$ cat config.mk
export PLATFORM = sky130hd
export DESIGN_NAME = alu_flagcore
export DESIGN_NICKNAME = d
export VERILOG_FILES = /design/src/rtl/alu_flagcore_pkg.sv /design/src/rtl/alu_addsub.sv /design/src/rtl/alu_resflags.sv /design/src/rtl/alu_flagcore.sv
export SDC_FILE = /design/constraint.sdc
export NUM_CORES = 1
export LEC_CHECK = 0
export CAP_MARGIN = 20
export CORE_MARGIN = 10
export CORE_UTILIZATION = 35
export CTS_CLUSTER_SIZE = 16
export DETAILED_ROUTE_END_ITERATION = 8
export SLEW_MARGIN = 20
export SYNTH_ARGS = -nofsm -noshare
export SYNTH_HDL_FRONTEND = slang
export SYNTH_HIERARCHICAL = 1
export SYNTH_SLANG_ARGS = --single-unit
$ cat constraint.sdc
create_clock -name clk -period 10.7 [get_ports clk]
set_input_delay 1.07 -clock clk [delete_from_list [all_inputs] [get_ports clk]]
set_output_delay 1.07 -clock clk [all_outputs]
set_load 0.02 [all_outputs]
$ cat src/rtl/alu_flagcore_pkg.sv
package alu_flagcore_pkg;

    typedef enum logic [3:0] {
        OP_ADD  = 4'd0,
        OP_ADC  = 4'd1,
        OP_SUB  = 4'd2,
        OP_SBB  = 4'd3,
        OP_CMP  = 4'd4,
        OP_NEG  = 4'd5,
        OP_INC  = 4'd6,
        OP_DEC  = 4'd7,
        OP_SXH  = 4'd8,
        OP_SXW  = 4'd9
    } op_e;

    typedef struct packed {
        logic ovf;
        logic sgn;
        logic zro;
        logic aux;
        logic par;
        logic cry;
    } flags_t;

endpackage

$ cat src/rtl/alu_addsub.sv
module alu_addsub #(
    parameter int unsigned W = 32
) (
    input  logic [W-1:0] a,
    input  logic [W-1:0] b,
    input  logic         cin,
    input  logic         sub,
    output logic [W-1:0] sum,
    output logic         cout,
    output logic         half_c,
    output logic         ovf
);
    localparam int unsigned EW = W + 1;

    logic [W:0] ext;

    always_comb begin
        if (sub) begin
            ext = {1'b0, a} - {1'b0, b} - EW'(cin);
        end else begin
            ext = {1'b0, a} + {1'b0, b} + EW'(cin);
        end
    end

    assign sum    = ext[W-1:0];
    assign cout   = ext[W];
    assign half_c = a[4] ^ b[4] ^ ext[4];
    assign ovf    = sub ? ((a[W-1] ^ b[W-1]) & (ext[W-1] ^ a[W-1]))
                        : (~(a[W-1] ^ b[W-1]) & (ext[W-1] ^ a[W-1]));

endmodule

$ cat src/rtl/alu_resflags.sv
module alu_resflags #(
    parameter int unsigned W = 32
) (
    input  logic [W-1:0] res,
    output logic         zro,
    output logic         sgn,
    output logic         par
);
    assign zro = (res == '0);
    assign sgn = res[W-1];
    assign par = ~^res[7:0];
endmodule

$ cat src/rtl/alu_flagcore.sv
module alu_flagcore
    import alu_flagcore_pkg::*;
#(
    parameter int unsigned DATA_W = 32
) (
    input  logic              clk,
    input  logic              rst,
    input  logic              valid_i,
    input  logic [3:0]        op_i,
    input  logic [DATA_W-1:0] a_i,
    input  logic [DATA_W-1:0] b_i,
    input  logic              carry_i,
    output logic [DATA_W-1:0] result_o,
    output logic              wr_en_o,
    output logic [5:0]        flags_o
);
    localparam int unsigned HALF_W = DATA_W / 2;

    typedef struct packed {
        logic [DATA_W-1:0] res;
        logic              wr;
        flags_t            flg;
    } state_t;

    state_t st_d, st_q;
    op_e    op;

    logic [DATA_W-1:0] eng_a, eng_b, eng_sum;
    logic              eng_cin, eng_sub, eng_cout, eng_half, eng_ovf;
    logic              rf_zro, rf_sgn, rf_par;

    assign op = op_e'(op_i);

    // operand steering into the shared engine
    always_comb begin
        eng_a   = a_i;
        eng_b   = b_i;
        eng_cin = 1'b0;
        eng_sub = 1'b0;
        case (op)
            OP_ADC: eng_cin = carry_i;
            OP_SUB: eng_sub = 1'b1;
            OP_SBB: begin eng_sub = 1'b1; eng_cin = carry_i; end
            OP_CMP: eng_sub = 1'b1;
            OP_NEG: begin eng_a = '0; eng_b = a_i; eng_sub = 1'b1; end
            OP_INC: eng_b = DATA_W'(1);
            OP_DEC: begin eng_b = DATA_W'(1); eng_sub = 1'b1; end
            default: ;
        endcase
    end

    alu_addsub #(.W(DATA_W)) u_eng (
        .a      (eng_a),
        .b      (eng_b),
        .cin    (eng_cin),
        .sub    (eng_sub),
        .sum    (eng_sum),
        .cout   (eng_cout),
        .half_c (eng_half),
        .ovf    (eng_ovf)
    );

    alu_resflags #(.W(DATA_W)) u_rf (
        .res (eng_sum),
        .zro (rf_zro),
        .sgn (rf_sgn),
        .par (rf_par)
    );

    always_comb begin
        flags_t f;
        st_d    = st_q;
        st_d.wr = 1'b0;
        f.ovf   = eng_ovf;
        f.sgn   = rf_sgn;
        f.zro   = rf_zro;
        f.aux   = eng_half;
        f.par   = rf_par;
        f.cry   = eng_cout;
        if (valid_i) begin
            case (op)
                OP_ADD, OP_ADC, OP_SUB, OP_SBB, OP_NEG: begin
                    st_d.res = eng_sum;
                    st_d.wr  = 1'b1;
                    st_d.flg = f;
                end
                OP_CMP: begin
                    st_d.flg = f;
                end
                OP_INC, OP_DEC: begin
                    st_d.res = eng_sum;
                    st_d.wr  = 1'b1;
                    f.cry    = st_q.flg.cry;
                    st_d.flg = f;
                end
                OP_SXH: begin
                    st_d.res = {{HALF_W{a_i[HALF_W-1]}}, a_i[HALF_W-1:0]};
                    st_d.wr  = 1'b1;
                end
                OP_SXW: begin
                    st_d.res = {DATA_W{a_i[DATA_W-1]}};
                    st_d.wr  = 1'b1;
                end
                default: ;
            endcase
        end
    end

    always_ff @(posedge clk) begin
        if (rst) begin
            st_q <= '0;
        end else begin
            st_q <= st_d;
        end
    end

    assign result_o = st_q.res;
    assign wr_en_o  = st_q.wr;
    assign flags_o  = st_q.flg;

    // compare never writes
    assert_cmp_no_write_R3: assert property (@(posedge clk) disable iff (rst)
        (valid_i && op_i == OP_CMP) |=> !wr_en_o);

    // negate: carry exactly when the operand was nonzero
    assert_neg_carry_R4: assert property (@(posedge clk) disable iff (rst)
        (valid_i && op_i == OP_NEG) |=> (flags_o[0] == ($past(a_i) != '0)));

    // inc/dec keep carry
    assert_incdec_cf_R5: assert property (@(posedge clk) disable iff (rst)
        (valid_i && (op_i == OP_INC || op_i == OP_DEC)) |=> (flags_o[0] == $past(flags_o[0])));

    // sign extensions keep every flag
    assert_ext_flags_R6: assert property (@(posedge clk) disable iff (rst)
        (valid_i && (op_i == OP_SXH || op_i == OP_SXW)) |=> $stable(flags_o));

    // high-word extension result
    assert_sxw_value_R7: assert property (@(posedge clk) disable iff (rst)
        (valid_i && op_i == OP_SXW) |=> (result_o == {DATA_W{$past(a_i[DATA_W-1])}}));

    // idle cycles hold state
    assert_idle_hold_R9: assert property (@(posedge clk) disable iff (rst)
        !valid_i |=> (!wr_en_o && $stable(flags_o) && $stable(result_o)));

    // unused codes do nothing
    assert_unused_op_R11: assert property (@(posedge clk) disable iff (rst)
        (valid_i && op_i >= 4'd10) |=> (!wr_en_o && $stable(flags_o)));

endmodule

* Word level (Yosys, flattened, before mapping)
Cells that the tools add are included.
** Word-level totals
- Bits in registers :: 39
- Latch bits :: 0
- Memory bits (writable) :: 0
- ROM bits :: 0
- Bits of input ports :: 72
- Output and inout bits :: 39
- Logic and storage cells :: 52
- Memories :: 0
** Operators by class
- $add $sub $neg :: 4
- $mul :: 0
- Div/mod/pow operators :: 0
- Magnitude comparators :: 0
- Equal/unequal tests :: 9
- Shift-type cells :: 0
- Multiplexer cells :: 8
- Bitwise operators :: 9
- Reduce and logical (&&, ||, !) cells :: 14
** Operators with widths (count)
- case mux 33 bit (3 select lines) :: 1
- case mux 32 bit (2 select lines) :: 1
- adder 32 x 32 -> 33 bit :: 1
- adder 33 x 1 -> 33 bit :: 1
- 2-to-1 mux 33 bit :: 1
- subtractor 32 x 32 -> 33 bit :: 1
- subtractor 33 x 1 -> 33 bit :: 1
- zero test 32 bit :: 1
- 2-to-1 mux 32 bit :: 1
- equality test 4 x 3 -> 1 bit (second input constant) :: 4
- case mux 6 bit (2 select lines) :: 1
- equality test 4 x 2 -> 1 bit (second input constant) :: 2
- equality test 4 bit (second input constant) :: 2
- XNOR reduction 8 bit :: 1
- OR reduction 7 bit :: 1
- OR reduction 2 bit :: 3
- OR reduction 6 bit :: 1
- OR reduction 5 bit :: 1
- equality test 4 x 1 -> 1 bit (second input constant) :: 1
- zero test 4 bit :: 1
- AND reduction 2 bit :: 2
- bitwise XOR 1 bit :: 4
- 2-to-1 mux 1 bit :: 3
- NOT 1 bit :: 3
- 4 further kinds :: 5

* Longest topological paths before layout
- Word-level depth :: 10
- Depth in mapped cells :: 24
- Depth with buffers taken out :: 21

* Modules after synthesis
The synthesis kept the hierarchy.
** Modules (own cells, without submodules)
- alu_addsub :: instances 1, cells each 664, area an instance 4534.3 µm², sequential area each 0.0 µm²
- alu_flagcore :: instances 1, cells each 298, area an instance 2625.0 µm², sequential area each 780.7 µm²
- alu_resflags :: instances 1, cells each 26, area an instance 197.7 µm², sequential area each 0.0 µm²

* Least setup slack after synthesis
Ideal clock, no wire load.
- Path kind :: input to register
- Start :: input port op_i[3]
- End :: register st_q, in the netlist flags_o[3]
- Setup time :: 129 ps
- Arrival :: 4989 ps
- Required time :: 10571 ps
- Slack :: 5582 ps
- Stages :: 23
- Buffers on the path :: 3
- Cells stage by stage :: buf_4 -> nor4bb_1 -> buf_2 -> buf_2 -> a21oi_1 -> inv_1 -> fa_1 -> inv_1 -> fa_1 -> nor2b_2 -> o211a_1 -> o31a_1 -> o41a_1 -> o31ai_2 -> a31oi_1 -> o41ai_4 -> o221ai_2 -> a211oi_2 -> nor4_1 -> nand3_1 -> nor2_1 -> mux2i_1 -> nor2_1
** Between the ends
- Word-level cells in the longest chain between the ends :: 8
- Elaborated cells on any way between the ends :: 25
- Classes of those cells :: add/sub: 4; eq/ne: 7; mux: 6; reduce/logical: 8
** RTL lines
- start, declared :: line alu_flagcore.sv:9 : input logic [3:0] op_i,
- equality test 4 x 3 -> 1 bit :: line alu_flagcore.sv:40 : case (op)
- OR reduction 2 bit (no line)
- case mux 32 bit (2 select lines) (*) :: line alu_flagcore.sv:40
- net eng_b[0] :: line alu_flagcore.sv:28 : logic [DATA_W-1:0] eng_a, eng_b, eng_sum;
- adder 32 x 32 -> 33 bit or subtractor 32 x 32 -> 33 bit (tied branches) :: line alu_addsub.sv:21, alu_addsub.sv:19
- adder 33 x 1 -> 33 bit or subtractor 33 x 1 -> 33 bit (tied branches) :: line alu_addsub.sv:21, alu_addsub.sv:19
- 2-to-1 mux 33 bit (*) :: line alu_addsub.sv:18 : if (sub) begin
- net eng_sum[30] :: line alu_flagcore.sv:28
- zero test 32 bit (*) :: line alu_resflags.sv:9 : assign zro = (res == '0);
- net rf_zro :: line alu_flagcore.sv:30 : logic rf_zro, rf_sgn, rf_par;
- case mux 6 bit (2 select lines) (*) :: line alu_flagcore.sv:81 : case (op)
- end signal, assigned :: line alu_flagcore.sv:113 : st_q <= st_d;
- end, declared :: line alu_flagcore.sv:25 : state_t st_d, st_q;
Mark *: on every way through the listed nets, which the timed path passes. The rest lies on a longest branch. The select of a mux whose other input is x is not followed.
A chain may end at the register's enable or synchronous reset.

* Final worst setup path
Ends and elaborated chain as after synthesis.

==> flow_summary.html <==
<table>
<tr><th>Metric</th><th>Value</th></tr>
<tr><th colspan="2">Routing</th></tr>
<tr><td>DRT antenna net count</td><td>0</td></tr>
<tr><td>Via density per instance</td><td>5.46</td></tr>
<tr><td>Number of design rule violations left after detail routing</td><td>0</td></tr>
<tr><td>Count of TritonRoute iterations in the first routing pass</td><td>5</td></tr>
<tr><td>Drt initial violations</td><td>approximately 440</td></tr>
<tr><td>Average wire length per cell after detail routing</td><td>approximately 17 um</td></tr>
<tr><td>WL final</td><td>between 20 and 25 mm</td></tr>
<tr><td>Vias after detailed routing</td><td>between 7000 and 8000</td></tr>
<tr><th colspan="2">Clocking</th></tr>
<tr><td>Clock tree from TritonCTS</td><td>yes</td></tr>
<tr><td>TritonCTS sink count</td><td>39</td></tr>
<tr><td>Root Buffer</td><td>clkbuf_16</td></tr>
<tr><td>Number of gates resized after CTS</td><td>0</td></tr>
<tr><td>Worst-case clock buffer depth</td><td>2</td></tr>
<tr><td># hold bufs at CTS</td><td>0</td></tr>
<tr><td>Source-to-sink clock delay at the later pin of the worst-skew pair</td><td>~280 ps</td></tr>
<tr><td>CTS H-tree lvls</td><td>2</td></tr>
<tr><td>Worst-path clk slew</td><td>about 60 ps</td></tr>
<tr><td>Number of post-CTS setup repair buffers</td><td>0</td></tr>
<tr><td>Cts bufs inserted</td><td>5</td></tr>
<tr><th colspan="2">STA</th></tr>
<tr><td>Transition at the pin with the smallest max-transition slack</td><td>between 800 and 900 ps</td></tr>
<tr><td>Final setup margin</td><td>between 4000 and 5000 ps</td></tr>
<tr><td>RSZ-0062 raised after global routing</td><td>no</td></tr>
<tr><td>Post-route worst hold slack</td><td>about 460 ps</td></tr>
<tr><td>Post-route fraction of the period consumed by the critical path</td><td>roughly three fifths</td></tr>
<tr><td>Hold violation count in the final report</td><td>0</td></tr>
<tr><td>Setup TNS</td><td>0 ps</td></tr>
<tr><td>Top achievable clock speed</td><td>around 150 MHz</td></tr>
<tr><td>Number of pins with negative max-slew slack in the final report</td><td>0</td></tr>
<tr><td>Setup Viol. Count Final</td><td>0</td></tr>
<tr><td>Worst clock skew</td><td>0 ps</td></tr>
<tr><td>Minimum clock period after layout</td><td>between 6000 and 7000 ps</td></tr>
<tr><td>Headroom to the max-slew limit</td><td>40.0%</td></tr>
<tr><th colspan="2">Placement</th></tr>
<tr><td>Detailed placer's ending HPWL</td><td>roughly 19 mm</td></tr>
<tr><td>Worst Setup Slack post-DPL</td><td>3850 ps</td></tr>
<tr><td>I/O Buffers</td><td>between 100 and 150</td></tr>
<tr><td>Placer congestion estimate</td><td>~0.92</td></tr>
<tr><th colspan="2">Floorplan</th></tr>
<tr><td>Cell Rows</td><td>52</td></tr>
<tr><td>Standard cell core area</td><td>~0.02 mm2</td></tr>
<tr><td>Die boundary height</td><td>about 160 um</td></tr>
<tr><td>Die Wd</td><td>165 um</td></tr>
<tr><td>Die Area</td><td>around 0.027 mm2</td></tr>
<tr><td>Effective utilization at floorplan</td><td>around 36%</td></tr>
<tr><td>Io pins</td><td>~110</td></tr>
<tr><th colspan="2">Yosys</th></tr>
<tr><td>Post-Syn Instances</td><td>about 1000</td></tr>
<tr><td>Synth area leader</td><td>ha_1</td></tr>
<tr><td>Post-synth cell types</td><td>90</td></tr>
<tr><td>Share of flip-flops with an asynchronous set or reset</td><td>0%</td></tr>
<tr><td>Syn Area/Cell</td><td>around 7.4 um2</td></tr>
<tr><td>Most common flop cell mapped by yosys</td><td>dfxtp_1</td></tr>
<tr><td>Sequential element share of the synthesized area</td><td>between 10% and 20%</td></tr>
<tr><td>Number of flops mapped to enable cells by yosys</td><td>0</td></tr>
<tr><td>Mapped Area</td><td>0.00736 mm2</td></tr>
<tr><td>Synth top cells by count</td><td>inv_1 (152), ha_1 (97), a21oi_1 (62)</td></tr>
<tr><td>Dominant cell by count in the synthesized netlist</td><td>inv_1</td></tr>
<tr><td>Dominant cells by area after synthesis</td><td>ha_1 (16%), dfxtp_1 (11%), inv_1 (7.8%), xnor2_1 (5.7%), nor2b_1 (4.8%)</td></tr>
<tr><td>Synth top area share</td><td>between 10% and 20%</td></tr>
<tr><td>Flip-flop and latch count after synthesis</td><td>39</td></tr>
<tr><td>Mapped Nets</td><td>between 1000 and 1500</td></tr>
<tr><td>Synth warn</td><td>6</td></tr>
<tr><th colspan="2">Hold path</th></tr>
<tr><td>Destination of the worst hold path</td><td>result_o[24]$_SDFFE_PP0P_</td></tr>
<tr><td>Min-Delay Startpoint</td><td>result_o[24]$_SDFFE_PP0P_</td></tr>
<tr><td>Hold Path Cell Cnt</td><td>2</td></tr>
<tr><td>Class of the worst hold path</td><td>reg2reg</td></tr>
<tr><th colspan="2">Final layout</th></tr>
<tr><td>Antenna diodes</td><td>0</td></tr>
<tr><td>Final #Nets</td><td>about 1200</td></tr>
<tr><td>Layout fillers</td><td>2136</td></tr>
<tr><td>Ratio of cells with drive above 1 in the final layout</td><td>between 4 and 5%</td></tr>
<tr><td>Area growth from synthesis to layout</td><td>19.1%</td></tr>
<tr><th colspan="2">GRT</th></tr>
<tr><td>Maximum number of pins on one net before global-route repair</td><td>65</td></tr>
<tr><td>First-pass GRT wire length</td><td>about 36 mm</td></tr>
<tr><td>Antenna violations before repair</td><td>0</td></tr>
<tr><td>Vias in the first global route</td><td>approximately 6900</td></tr>
<tr><td>GR Overflow Total</td><td>0</td></tr>
<tr><td>Combined global-route utilization of all metal layers</td><td>between 10% and 20%</td></tr>
<tr><th colspan="2">Worst setup path</th></tr>
<tr><td>Arrival time of data at the critical path endpoint</td><td>slightly below 7000 ps</td></tr>
<tr><td>Max Fanout on Critical Path</td><td>39</td></tr>
<tr><td>Sort of element at the end of the critical path</td><td>register</td></tr>
<tr><td>Required time reported for the critical path endpoint</td><td>10920 ps</td></tr>
<tr><td>Worst Reg-to-Reg Cells</td><td>2</td></tr>
<tr><td>Element type at the critical path start</td><td>input pin</td></tr>
<tr><td>Critical register-to-register path startpoint</td><td>flags_o[0]$_SDFFE_PP0P_</td></tr>
<tr><td>Register-to-register setup slack</td><td>between 9000 and 10000 ps</td></tr>
<tr><td>Worst R2R End</td><td>flags_o[0]$_SDFFE_PP0P_</td></tr>
<tr><td>Start-to-end type of the worst setup path</td><td>in2reg</td></tr>
<tr><th colspan="2">Run</th></tr>
<tr><td>Max Cap Violations</td><td>0</td></tr>
<tr><th colspan="2">Run status</th></tr>
<tr><td>Status</td><td>finished clean</td></tr>
<tr><th colspan="2">Power and ir drop</th></tr>
<tr><td>Static Leak</td><td>about 0.0037 uW</td></tr>
<tr><td>Worst supply voltage drop on vdd</td><td>roughly 73 uV</td></tr>
<tr><td>Ratio of total power to cell area</td><td>roughly 120 mW/mm2</td></tr>
</table>
==> cells in the final DEF (no fill, tap or decap), drive strengths merged, types with 13 or more instances in the layout <==
| cell type | count |
|---|---|
| a21o | 23 |
| a21oi | 62 |
| a221oi | 49 |
| a22o | 31 |
| clkdlybuf4s50 | 110 |
| dfxtp | 39 |
| ha | 97 |
| inv | 153 |
| nand2 | 42 |
| nand3 | 13 |
| nand3b | 19 |
| nor2 | 55 |
| nor2b | 58 |
| nor3 | 16 |
| nor3b | 19 |
| o21ai | 46 |
| xnor2 | 48 |
==> cell type report <==
cell class              instances  area [um2]  area share [%]
repair buffers                117        1150            13.2
well taps                     270         338            3.85
clock inverters                 1        7.51          0.0857
multi-input cells             744        5760            65.7
clock buffers                   7         153            1.74
inverters                     153         574            6.55
flip-flops and latches         39         781            8.91
==> kinds of logic (layout without fill, tap and decap cells) <==
logic type / after synthesis / count (layout) / share of synthesized area [%]
buffers and inverters: 205 / 278 / 11.4
xor gates and xnor gates: 56 / 56 / 6.67
adders and majority gates: 101 / 101 / 17.6
muxes: 11 / 11 / 1.51
and+or+nand+nor: 274 / 274 / 21.1
DFF: 39 / 39 / 10.6
AOI/OAI and AO/OA: 302 / 302 / 31.1
==> per-layer routing <==
layer  global-route usage, %  share of wire (%)  up-vias
li1                        -                  -     3674
met1                    23.1                 50     3371
met2                    24.1                 42      202
met3                    2.12                6.7       18
met4                    3.18                1.1        0
met5                       0                  0        -
==> report_power, final <==
group / switching (uW) / internal (uW)
registers: 7.40 / 159
logic: 399 / 295
clock network: 57.3 / 99.0
==> stage by stage <==
stage | cell area [um2] | util [%] | instances | power [uW]
2_1_floorplan | 7360 | - | 988 | 667
3_3_place_gp | 8600 | 42.1 | 1323 | 855
3_5_place_dp | 8600 | 42.1 | 1323 | 854
4_1_cts | 8760 | 42.9 | 1331 | 1010
5_1_grt | 8760 | 42.9 | 1331 | 1090
6_report | 8760 | 42.9 | 1331 | 1020
==> critical path: stages <==
cell and delay (ps):
clkdlybuf4s50_1 400, buf_4 250, o21ba_2 550, nand2_1 380
buf_4 350, a22o_1 230, ha_1 410, inv_1 70
ha_1 350, o21ai_0 160, a221oi_1 440, nor2_1 70
o21ai_1 250, a31oi_1 210, o31ai_1 270, a31oi_1 160
a311oi_1 280, nand3_1 150, nor4_1 320, nand3_1 120
nor2_1 100, mux2i_1 70, nor2_1 100
==> worst max path at each step <==
stage                     slack [ps]                       to  startpoint
after floorplan                 5580  flags_o[3]$_SDFFE_PP0P_     op_i[3]
after global placement          3980  flags_o[3]$_SDFFE_PP0P_     op_i[3]
after detailed placement        3850  flags_o[3]$_SDFFE_PP0P_     op_i[3]
after CTS                       4130  flags_o[3]$_SDFFE_PP0P_     op_i[3]
after global routing            3620  flags_o[3]$_SDFFE_PP0P_     op_i[3]
final                           4110  flags_o[3]$_SDFFE_PP0P_     op_i[3]
==> sequential cells by signal (all words and copies together) (netlist names) <==
name      count
result_o     32
wr_en_o       1
flags_o       6
No activity file was read; power rests on OpenSTA's default activity.
